<file path="src/rtl/mtim_pkg.sv">
`timescale 1ns/1ps
package mtim_pkg;
   // control word bit positions
   localparam int CTL_EN = 0;
   localparam int CTL_RS = 1;
   localparam int CTL_LD = 2;
   localparam int CTL_IP = 3;
   localparam int CTL_W  = 4;

   // register map
   localparam int REG_DW       = 32;
   localparam int PRE_CNT_ADR  = 0;
   localparam int PRE_RLD_ADR  = 1;
   localparam int TMR_BASE_ADR = 4;
   localparam int TMR_STRIDE   = 4;
   localparam int OFS_CNT      = 0;
   localparam int OFS_RLD      = 1;
   localparam int OFS_CTL      = 2;

   typedef struct packed {
      logic cnt;
      logic rld;
      logic ctl;
   } tmr_wr_t;
endpackage

</file>
<file path="src/rtl/mtim_prescaler.sv">
`timescale 1ns/1ps
module mtim_prescaler #(
   parameter int PW = 8
) (
   input  logic          clk,
   input  logic          rst,
   input  logic          wr_cnt,
   input  logic          wr_rld,
   input  logic [PW-1:0] wdata,
   output logic [PW-1:0] cnt_o,
   output logic [PW-1:0] rld_o,
   output logic          tick_o
);
   logic [PW-1:0] cnt_q, rld_q;

   assign tick_o = (cnt_q == '0);
   assign cnt_o  = cnt_q;
   assign rld_o  = rld_q;

   always_ff @(posedge clk or posedge rst) begin
      if (rst) begin
         cnt_q <= '1;
         rld_q <= '1;
      end else begin
         if (wr_rld)
            rld_q <= wdata;
         if (wr_cnt)
            cnt_q <= wdata;
         else if (tick_o)
            cnt_q <= rld_q;
         else
            cnt_q <= cnt_q - 1'b1;
      end
   end
endmodule

</file>
<file path="src/rtl/mtim_timer.sv">
`timescale 1ns/1ps
module mtim_timer
   import mtim_pkg::*;
#(
   parameter int          TW      = 16,
   parameter bit          IS_WD   = 1'b0,
   parameter int unsigned WD_INIT = 0
) (
   input  logic             clk,
   input  logic             rst,
   input  logic             tick,
   input  tmr_wr_t          wr,
   input  logic [TW-1:0]    d_val,
   input  logic [CTL_W-1:0] d_ctl,
   output logic [TW-1:0]    cnt_o,
   output logic [TW-1:0]    rld_o,
   output logic             en_o,
   output logic             rs_o,
   output logic             ip_o,
   output logic             uf_o
);
   localparam logic [TW-1:0] RST_VAL = IS_WD ? TW'(WD_INIT) : '0;

   logic [TW-1:0] cnt_q, rld_q;
   logic          en_q, rs_q, ip_q;
   logic          ld, step;

   assign ld   = wr.ctl && d_ctl[CTL_LD];
   assign step = en_q && tick && !wr.cnt && !ld;
   assign uf_o = step && (cnt_q == '0);

   always_ff @(posedge clk or posedge rst) begin
      if (rst) begin
         cnt_q <= RST_VAL;
         rld_q <= RST_VAL;
         en_q  <= IS_WD;
         rs_q  <= 1'b0;
         ip_q  <= 1'b0;
      end else begin
         if (wr.rld)
            rld_q <= d_val;

         if (wr.cnt)
            cnt_q <= d_val;
         else if (ld)
            cnt_q <= rld_q;
         else if (step)
            cnt_q <= (cnt_q != '0) ? cnt_q - 1'b1 : (rs_q ? rld_q : '1);

         if (wr.ctl) begin
            en_q <= d_ctl[CTL_EN];
            rs_q <= d_ctl[CTL_RS];
         end else if (uf_o && !rs_q) begin
            en_q <= 1'b0;
         end

         ip_q <= (wr.ctl ? d_ctl[CTL_IP] : ip_q) | uf_o;
      end
   end

   assign cnt_o = cnt_q;
   assign rld_o = rld_q;
   assign en_o  = en_q;
   assign rs_o  = rs_q;
   assign ip_o  = ip_q;
endmodule

</file>
<file path="src/rtl/mtim_irq_map.sv">
`timescale 1ns/1ps
module mtim_irq_map #(
   parameter int NT   = 4,
   parameter int NIRQ = 32,
   parameter int BASE = 4,
   parameter bit SEP  = 1'b1
) (
   input  logic            clk,
   input  logic            rst,
   input  logic [NT-1:0]   uf,
   output logic [NIRQ-1:0] irq_o
);
   logic [NIRQ-1:0] line;

   if (SEP) begin : g_sep
      always_comb begin
         line = '0;
         for (int i = 0; i < NT; i++)
            line[BASE+i] = uf[i];
      end
   end else begin : g_shared
      always_comb begin
         line       = '0;
         line[BASE] = |uf;
      end
   end

   always_ff @(posedge clk or posedge rst) begin
      if (rst) irq_o <= '0;
      else     irq_o <= line;
   end
endmodule

</file>
<file path="src/rtl/mtim_top.sv">
`timescale 1ns/1ps
module mtim_top
   import mtim_pkg::*;
#(
   parameter int          NT        = 4,
   parameter int          PRE_W     = 8,
   parameter int          TMR_W     = 16,
   parameter int          ADDR_W    = 6,
   parameter int          NIRQ      = 32,
   parameter int          IRQ_BASE  = 4,
   parameter bit          SEP_IRQ   = 1'b1,
   parameter bit          WDOG_EN   = 1'b1,
   parameter int unsigned WDOG_INIT = 32'h0000_FFFF
) (
   input  logic              clk,
   input  logic              rst,
   input  logic              reg_wr,
   input  logic [ADDR_W-1:0] reg_addr,
   input  logic [31:0]       reg_wdata,
   output logic [31:0]       reg_rdata,
   output logic [NIRQ-1:0]   irq_out,
   output logic              wdog_out
);
   localparam int WD_IDX   = NT - 1;
   localparam int LAST_ADR = TMR_BASE_ADR + TMR_STRIDE*(NT-1) + OFS_CTL;
   localparam int TOP_LINE = SEP_IRQ ? IRQ_BASE + NT - 1 : IRQ_BASE;

   // elaboration-time parameter checks
   if (NT < 1 || NT > 7) begin : g_chk_nt
      $error("mtim_top: NT must lie in 1..7");
   end
   if (PRE_W < 2 || PRE_W > 16) begin : g_chk_pw
      $error("mtim_top: PRE_W must lie in 2..16");
   end
   if (TMR_W < 2 || TMR_W > 32) begin : g_chk_tw
      $error("mtim_top: TMR_W must lie in 2..32");
   end
   if (LAST_ADR >= (1 << ADDR_W)) begin : g_chk_aw
      $error("mtim_top: ADDR_W too narrow for the register map");
   end
   if (IRQ_BASE < 0 || TOP_LINE >= NIRQ) begin : g_chk_irq
      $error("mtim_top: interrupt lines exceed NIRQ");
   end
   if (WDOG_EN && TMR_W < 32 && 64'(WDOG_INIT) >= (64'd1 << TMR_W)) begin : g_chk_wd
      $error("mtim_top: WDOG_INIT does not fit TMR_W");
   end

   // prescaler
   logic             pre_tick;
   logic [PRE_W-1:0] pre_cnt, pre_rld;
   logic             pre_wr_cnt, pre_wr_rld;

   assign pre_wr_cnt = reg_wr && (reg_addr == ADDR_W'(PRE_CNT_ADR));
   assign pre_wr_rld = reg_wr && (reg_addr == ADDR_W'(PRE_RLD_ADR));

   mtim_prescaler #(.PW(PRE_W)) u_pre (
      .clk    (clk),
      .rst    (rst),
      .wr_cnt (pre_wr_cnt),
      .wr_rld (pre_wr_rld),
      .wdata  (reg_wdata[PRE_W-1:0]),
      .cnt_o  (pre_cnt),
      .rld_o  (pre_rld),
      .tick_o (pre_tick)
   );

   // timers
   logic [NT-1:0][TMR_W-1:0] tmr_cnt, tmr_rld;
   logic [NT-1:0]            tmr_en, tmr_rs, tmr_ip, tmr_uf;

   for (genvar i = 0; i < NT; i++) begin : g_tmr
      localparam int BA = TMR_BASE_ADR + TMR_STRIDE*i;
      tmr_wr_t wsel;

      assign wsel.cnt = reg_wr && (reg_addr == ADDR_W'(BA + OFS_CNT));
      assign wsel.rld = reg_wr && (reg_addr == ADDR_W'(BA + OFS_RLD));
      assign wsel.ctl = reg_wr && (reg_addr == ADDR_W'(BA + OFS_CTL));

      mtim_timer #(
         .TW      (TMR_W),
         .IS_WD   (WDOG_EN && (i == WD_IDX)),
         .WD_INIT (WDOG_INIT)
      ) u_tmr (
         .clk   (clk),
         .rst   (rst),
         .tick  (pre_tick),
         .wr    (wsel),
         .d_val (reg_wdata[TMR_W-1:0]),
         .d_ctl (reg_wdata[CTL_W-1:0]),
         .cnt_o (tmr_cnt[i]),
         .rld_o (tmr_rld[i]),
         .en_o  (tmr_en[i]),
         .rs_o  (tmr_rs[i]),
         .ip_o  (tmr_ip[i]),
         .uf_o  (tmr_uf[i])
      );
   end

   // interrupt lines
   mtim_irq_map #(
      .NT   (NT),
      .NIRQ (NIRQ),
      .BASE (IRQ_BASE),
      .SEP  (SEP_IRQ)
   ) u_irq (
      .clk   (clk),
      .rst   (rst),
      .uf    (tmr_uf),
      .irq_o (irq_out)
   );

   // watchdog flag
   if (WDOG_EN) begin : g_wd
      logic wd_q;
      always_ff @(posedge clk or posedge rst) begin
         if (rst)                 wd_q <= 1'b0;
         else if (tmr_uf[WD_IDX]) wd_q <= 1'b1;
      end
      assign wdog_out = wd_q;
   end else begin : g_no_wd
      assign wdog_out = 1'b0;
   end

   // read mux
   always_comb begin
      reg_rdata = '0;
      if (reg_addr == ADDR_W'(PRE_CNT_ADR))
         reg_rdata = 32'(pre_cnt);
      if (reg_addr == ADDR_W'(PRE_RLD_ADR))
         reg_rdata = 32'(pre_rld);
      for (int i = 0; i < NT; i++) begin
         if (reg_addr == ADDR_W'(TMR_BASE_ADR + TMR_STRIDE*i + OFS_CNT))
            reg_rdata = 32'(tmr_cnt[i]);
         if (reg_addr == ADDR_W'(TMR_BASE_ADR + TMR_STRIDE*i + OFS_RLD))
            reg_rdata = 32'(tmr_rld[i]);
         if (reg_addr == ADDR_W'(TMR_BASE_ADR + TMR_STRIDE*i + OFS_CTL))
            reg_rdata = 32'({tmr_ip[i], 1'b0, tmr_rs[i], tmr_en[i]});
      end
   end

   wire unused_wdata = ^reg_wdata;
endmodule

</file>
<file path="config.mk">
export PLATFORM = sky130hd
export DESIGN_NAME = mtim_top
export DESIGN_NICKNAME = d
export VERILOG_FILES = /design/src/rtl/mtim_pkg.sv /design/src/rtl/mtim_prescaler.sv /design/src/rtl/mtim_timer.sv /design/src/rtl/mtim_irq_map.sv /design/src/rtl/mtim_top.sv
export SDC_FILE = /design/constraint.sdc
export NUM_CORES = 1
export LEC_CHECK = 0
export ABC_AREA = 1
export BUFFER_PORTS_ARGS = -buffer_cell sky130_fd_sc_hd__buf_2
export CAP_MARGIN = 20
export CORE_AREA = 3 3 198 200
export DETAILED_ROUTE_END_ITERATION = 16
export DIE_AREA = 0 0 201 203
export PLACE_DENSITY = 0.5
export SETUP_SLACK_MARGIN = 0.5
export SLEW_MARGIN = 10
export SYNTH_ARGS = -nofsm -noshare
export SYNTH_HDL_FRONTEND = slang
export SYNTH_HIERARCHICAL = 1
export SYNTH_SLANG_ARGS = --single-unit
</file>
<file path="constraint.sdc">
create_clock -name clk -period 2.4 [get_ports clk]
set_input_delay 0.24 -clock clk [delete_from_list [all_inputs] [get_ports clk]]
set_output_delay 0.24 -clock clk [all_outputs]
set_load 0.02 [all_outputs]
</file>
---- Yosys cells after proc, flatten, opt, wreduce, memory -nomap -nowiden ----
Index checks and enable logic that the tools add are counted.
storage, ports and cells
  input port bits ......................... 41
  memories kept ........................... 0
  bits in latches ......................... 0
  ROM bits ................................ 0
  output and inout bits ................... 65
  RAM bits ................................ 0
  flip-flop bits (word level) ............. 161
  word-level logic and storage cells ...... 162
operators by class
  muxes and demuxes ....................... 48
  magnitude comparators ................... 0
  multiply operators ...................... 0
  bitwise operators ....................... 4
  shifts and indexed selects .............. 0
  eq/ne operators ......................... 13
  divide/modulo/power cells ............... 0
  add/sub/neg operators ................... 5
  reductions and logical operators ........ 68
operator list
  operator                 count
  $mux W32                 13
  $mux W16                 20
  $logic_not A16 Y1        4
  $reduce_bool A16 Y1      4
  $sub A16 B1 Y16 const B  4
  $logic_and A1 B1 Y1      38
  $eq A6 B4 Y1 const B     6
  $mux W8                  3
  $eq A6 B3 Y1 const B     3
  $eq A6 B5 Y1 const B     3
  $logic_not A1 Y1         12
  $mux W1                  12
  $reduce_bool A3 Y1       4
  $logic_not A8 Y1         1
  $reduce_bool A2 Y1       4
  $sub A8 B1 Y8 const B    1
  $eq A6 B1 Y1 const B     1
  $logic_not A6 Y1         1
  $or A1 B1 Y1             4

---- Longest topological paths before layout ----
  word-level depth ........................ 15
  depth in mapped cells ................... 15
  mapped depth without buffers ............ 14

---- Modules after synthesis ----
Netlist, hierarchy kept.
by module, submodules not included
  module                           cells each  instances  sequential area each (µm²)  area each (µm²)
  mtim_timer (g_tmr[0].u_tmr ...)  359         2          875.8                       2552.4
  mtim_timer (g_tmr[3].u_tmr)      357         1          917.1                       2588.7
  mtim_timer (g_tmr[2].u_tmr)      357         1          875.8                       2547.4
  mtim_top                         308         1          25.0                        1582.8
  mtim_prescaler                   122         1          420.4                       933.4
  mtim_irq_map                     34          1          100.1                       317.8

---- Worst setup path after synthesis ----
Ideal clock, no wire load.
  path type ............................... input-to-reg
  from .................................... input reg_addr[4]
  to ...................................... register g_tmr[0].u_tmr.cnt_q[11]
  data required time ...................... 2.280 ns
  stages on the path ...................... 11
  arrival time ............................ 1.944 ns
  setup slack ............................. 0.336 ns
  path buffers ............................ 3
  cell sequence ........................... nor2_4 > clkbuf_8 > nand3_4 > nor3_1 > nand2_4 > buf_6 > nand2_1 > buf_4 > nand3_4 > nand3_2 > a21oi_2
RTL lines
  item                    line              RTL
  start: declaration      mtim_top.sv:18    input logic [ADDR_W-1:0] reg_addr,
  end signal: assignment  mtim_timer.sv:44  cnt_q <= d_val;
  end signal: assignment  mtim_timer.sv:46  cnt_q <= rld_q;
  end signal: assignment  mtim_timer.sv:48  cnt_q <= (cnt_q != '0) ? cnt_q - 1'b1 : (rs_q ? rld_q : '1);
  end: declaration        mtim_timer.sv:24  logic [TW-1:0] cnt_q, rld_q;

---- Worst setup path after layout ----
  from .................................... register g_tmr[0].u_tmr.cnt_q[2]
  to ...................................... output reg_rdata[2]
between the ends
  longest elaborated chain between the ends .. 12
RTL lines
  item              line             RTL
  $mux W32          mtim_top.sv:132  if (reg_addr == ADDR_W'(TMR_BASE_ADR + TMR_STRIDE*i + OFS_CNT))
  $mux W32          mtim_top.sv:134  if (reg_addr == ADDR_W'(TMR_BASE_ADR + TMR_STRIDE*i + OFS_RLD))
  $mux W32          mtim_top.sv:136  if (reg_addr == ADDR_W'(TMR_BASE_ADR + TMR_STRIDE*i + OFS_CTL))
  $mux W32          mtim_top.sv:132
  $mux W32          mtim_top.sv:134
  $mux W32          mtim_top.sv:136
  $mux W32          mtim_top.sv:132
  $mux W32          mtim_top.sv:134
  $mux W32          mtim_top.sv:136
  $mux W32          mtim_top.sv:132
  $mux W32          mtim_top.sv:134
  $mux W32          mtim_top.sv:136
  end: declaration  mtim_top.sv:20   output logic [31:0] reg_rdata,
No other way between the ends.

==> results.json <==
{
  "die_w_um": 201,
  "rows": 71,
  "dieArea_sq_mm": 0.0408,
  "drv_cap": 0,
  "crit_type": "flop to output port",
  "rsz0062_at_grt": "yes",
  "min_path_cells": 3,
  "fin_util_pct": 43.7,
  "grt_usage_pct": 22.2,
  "ff_latch_area_sq_mm": 0.00411,
  "path_clk_slew_ns": 0.07,
  "period_minus_slack_ns": 2.18,
  "clk_path_buf_depth": 2,
  "clockPowerShare_pct": 29.0,
  "ys.flop_type": "dfrtp_1",
  "die_y_um": 203,
  "ys_top_cells_by_area": "dfrtp_1 21%, nand2_1 17%, dfstp_2 9.8%",
  "skew_ns": 0.00886,
  "cts_tree": "done",
  "power_switching_share_pct": 37.6,
  "synth_top_area_cell": "dfrtp_1",
  "ir_drop_uv": 467,
  "drt_iter0_markers": 970,
  "core_sq_mm": 0.0376,
  "boundaryPins": 106,
  "grt_max_degree": 36,
  "setup_viol": 0,
  "synth_top_area_share_pct": 21.4,
  "maxSlewViolCount": 0,
  "wl_per_cell_um": 17.9,
  "cts_sinks": 161,
  "path_max_fanout": 2,
  "final_nets": 2126,
  "fillers": 3786,
  "tightest_slew_ns": 0.859,
  "power.density_mw_per_mm2": 552,
  "htreeDepth": 4,
  "p_int_mw": 5.65,
  "synth.distinct_cells": 42,
  "max_freq_ghz": 0.459,
  "gp_congestion": 0.923,
  "clk_latency_ns": 0.45,
  "start_util_pct": 34.8,
  "areaGrowthSynthToFinish_pct": 25.5,
  "rr_worst_depth": 14,
  "antenna_found_initial": 1,
  "ant_nets": 0,
  "p_seq_share_pct": 42.2,
  "power_switching_mw": 3.41,
  "yosysSeqAreaShare_pct": 31.3,
  "yosysWarnings": 6,
  "num_vias": 12800,
  "cp-end-kind": "output port",
  "period_share_pct": 90.7,
  "via_per_inst": 4.94,
  "status": "complete, no violations",
  "synth_seq_cells": 161,
  "synth_common_cells": "576 x nand2_1, 272 x inv_1, 152 x nor2_1",
  "firstDrtPassIters": 5,
  "finalNonFillerCells": 2599,
  "multi_input_area_sq_mm": 0.00804,
  "grt_pass1_vias": 12200,
  "power_leakage_nw": 8.23,
  "worstPathArrival_ns": 1.94,
  "drc": 0,
  "hold_path.class": "input pin to flop",
  "max-slew-margin-rel_pct": 42.7,
  "synth_area_sq_mm": 0.0131,
  "place_ws_ns": -0.0408,
  "synth_edf_count": 0,
  "grt-ovfl-total": 0,
  "hold_violations": 0,
  "drive_gt1_share_pct": 33.3,
  "hold_slack_ns": 0.176,
  "cp.required_ns": 2.16,
  "hpwl_um": 32800,
  "netlist_instances": 1896,
  "numPlacedInstances": 2444,
  "synth-async-reset-ratio_pct": 100,
  "worst_slack_ns": 0.222,
  "cts-buffers-inserted": 17,
  "combPwrFrac_pct": 28.7,
  "yosysMostFrequentCell": "nand2_1",
  "cts-root-buf": "clkbuf_16",
  "diodes": 0,
  "portBuffers": 45,
  "postSynthAreaPerCell_sq_um": 6.90,
  "drt-total-wl_um": 46600,
  "grt_pass1_wl_um": 70700,
  "startpoint_type": "flop"
}
[sequential cells by signal, indices dropped and copies added (netlist names)]
signal / flops
g_tmr.u_tmr/cnt_o: 64
g_tmr.u_tmr/rld_o: 64
u_pre/cnt_o: 8
u_pre/rld_o: 8
g_tmr.u_tmr/en_o: 4
g_tmr.u_tmr/ip_o: 4
g_tmr.u_tmr/rs_o: 4
u_irq/irq_o: 4
wdog_out: 1
[worst max-delay path, cell delays in order, from the launching register on]
cell and delay (ns):
dfrtp_2 0.44, nand3_2 0.07, nand4_1 0.11, o21ai_2 0.10, nand4_1 0.20, a21oi_2 0.28, nand3_1 0.15, buf_6 0.15
[metal layers]
| layer | track usage, % | wire length (um) |
|---|---|---|
| met1 | 29.7 | 21000 |
| met2 | 37.4 | 22200 |
| met3 | 3.27 | 2250 |
| met4 | 6.57 | 1060 |
| met5 | 0 | 7 |
[final timing paths]
check | from | end | slack, ns
max | g_tmr[0].u_tmr/cnt_o[2] | reg_rdata[2] | 0.22
min | reg_wdata[9] | g_tmr[3].u_tmr/rld_o[9] | 0.18
max reg2reg | g_tmr[1].u_tmr/cnt_o[0] | g_tmr[1].u_tmr/cnt_o[10] | 0.46
min reg2reg | wdog_out | wdog_out | 0.47
max in group asynchronous | rst | g_tmr[1].u_tmr/rld_o[8] | 1.28
min in group asynchronous | rst | wdog_out | 0.32
[area by class of cell]
cell class	count	area share (%)
clock buffer	19	2.64
clock inverter	13	0.641
multi-input combinational	1390	49.0
timing repair inverter	1	0.0229
timing repair buffer	217	11.8
tap	511	3.90
inverter	287	6.97
sequential	161	25.1
[stage by stage]
step / TNS (ns) / area, sq um / power [mW]
6_report: 0 / 16400 / 9.06
5_1_grt: 0 / 16400 / 9.55
4_1_cts: 0 / 15500 / 8.84
3_5_place_dp: -0.0408 / 13800 / 5.89
3_3_place_gp: -0.0164 / 13800 / 5.86
2_1_floorplan: 0 / 13200 / 5.22
[logic make-up after synthesis]
logic type / synth area share, %
AO/OA/AOI/OAI: 8.98
XOR/XNOR: 0.871
adder cells (fa/ha/maj): 0.957
buffers and inverters: 14.4
flip-flops: 31.3
other: 0.0574
AND/OR/NAND/NOR: 43.5
[power groups by stage]
stage	sequential (mW)	clock [mW]	combinational (mW)
2_1_floorplan	3.67	0	1.55
3_3_place_gp	3.88	0	1.97
3_5_place_dp	3.88	0	2.01
4_1_cts	3.80	2.69	2.35
5_1_grt	3.87	2.78	2.89
6_report	3.83	2.63	2.61
[cell usage in the layout, fill, tap and decap left out, types with 6 or more instances in the layout]
cell type,netlist,layout
or2_2,7,7
dfstp_2,49,49
nand2_2,35,46
nand4_1,62,62
dfrtp_1,112,96
inv_6,2,12
nor3_1,12,7
nor2_2,17,31
a21oi_2,44,54
nand3b_1,6,6
inv_4,2,6
nand2_8,4,7
a21oi_1,26,12
nand3_1,127,100
buf_4,52,133
buf_12,4,13
nand2_1,576,553
nor2_1,152,129
clkbuf_16,0,18
dfrtp_2,0,16
clkinv_4,0,6
inv_1,272,251
inv_2,11,20
o21ai_2,3,6
o21ai_0,106,104
buf_6,12,37
xor2_1,13,13
nor2_4,26,36
nand3_4,7,11
nand3_2,80,103
buf_2,14,26
nand2_4,5,17
conb_1,2,44
[timing repair]
action,CTS,global route
buffers inserted,64,49
endpoints found under the setup margin,86,83
hold buffers,1,0
hold endpoints to repair,5,0
cloned,5,4
gates resized for setup,144,131
pin swaps,58,75
(Power assumes the default switching activity.)
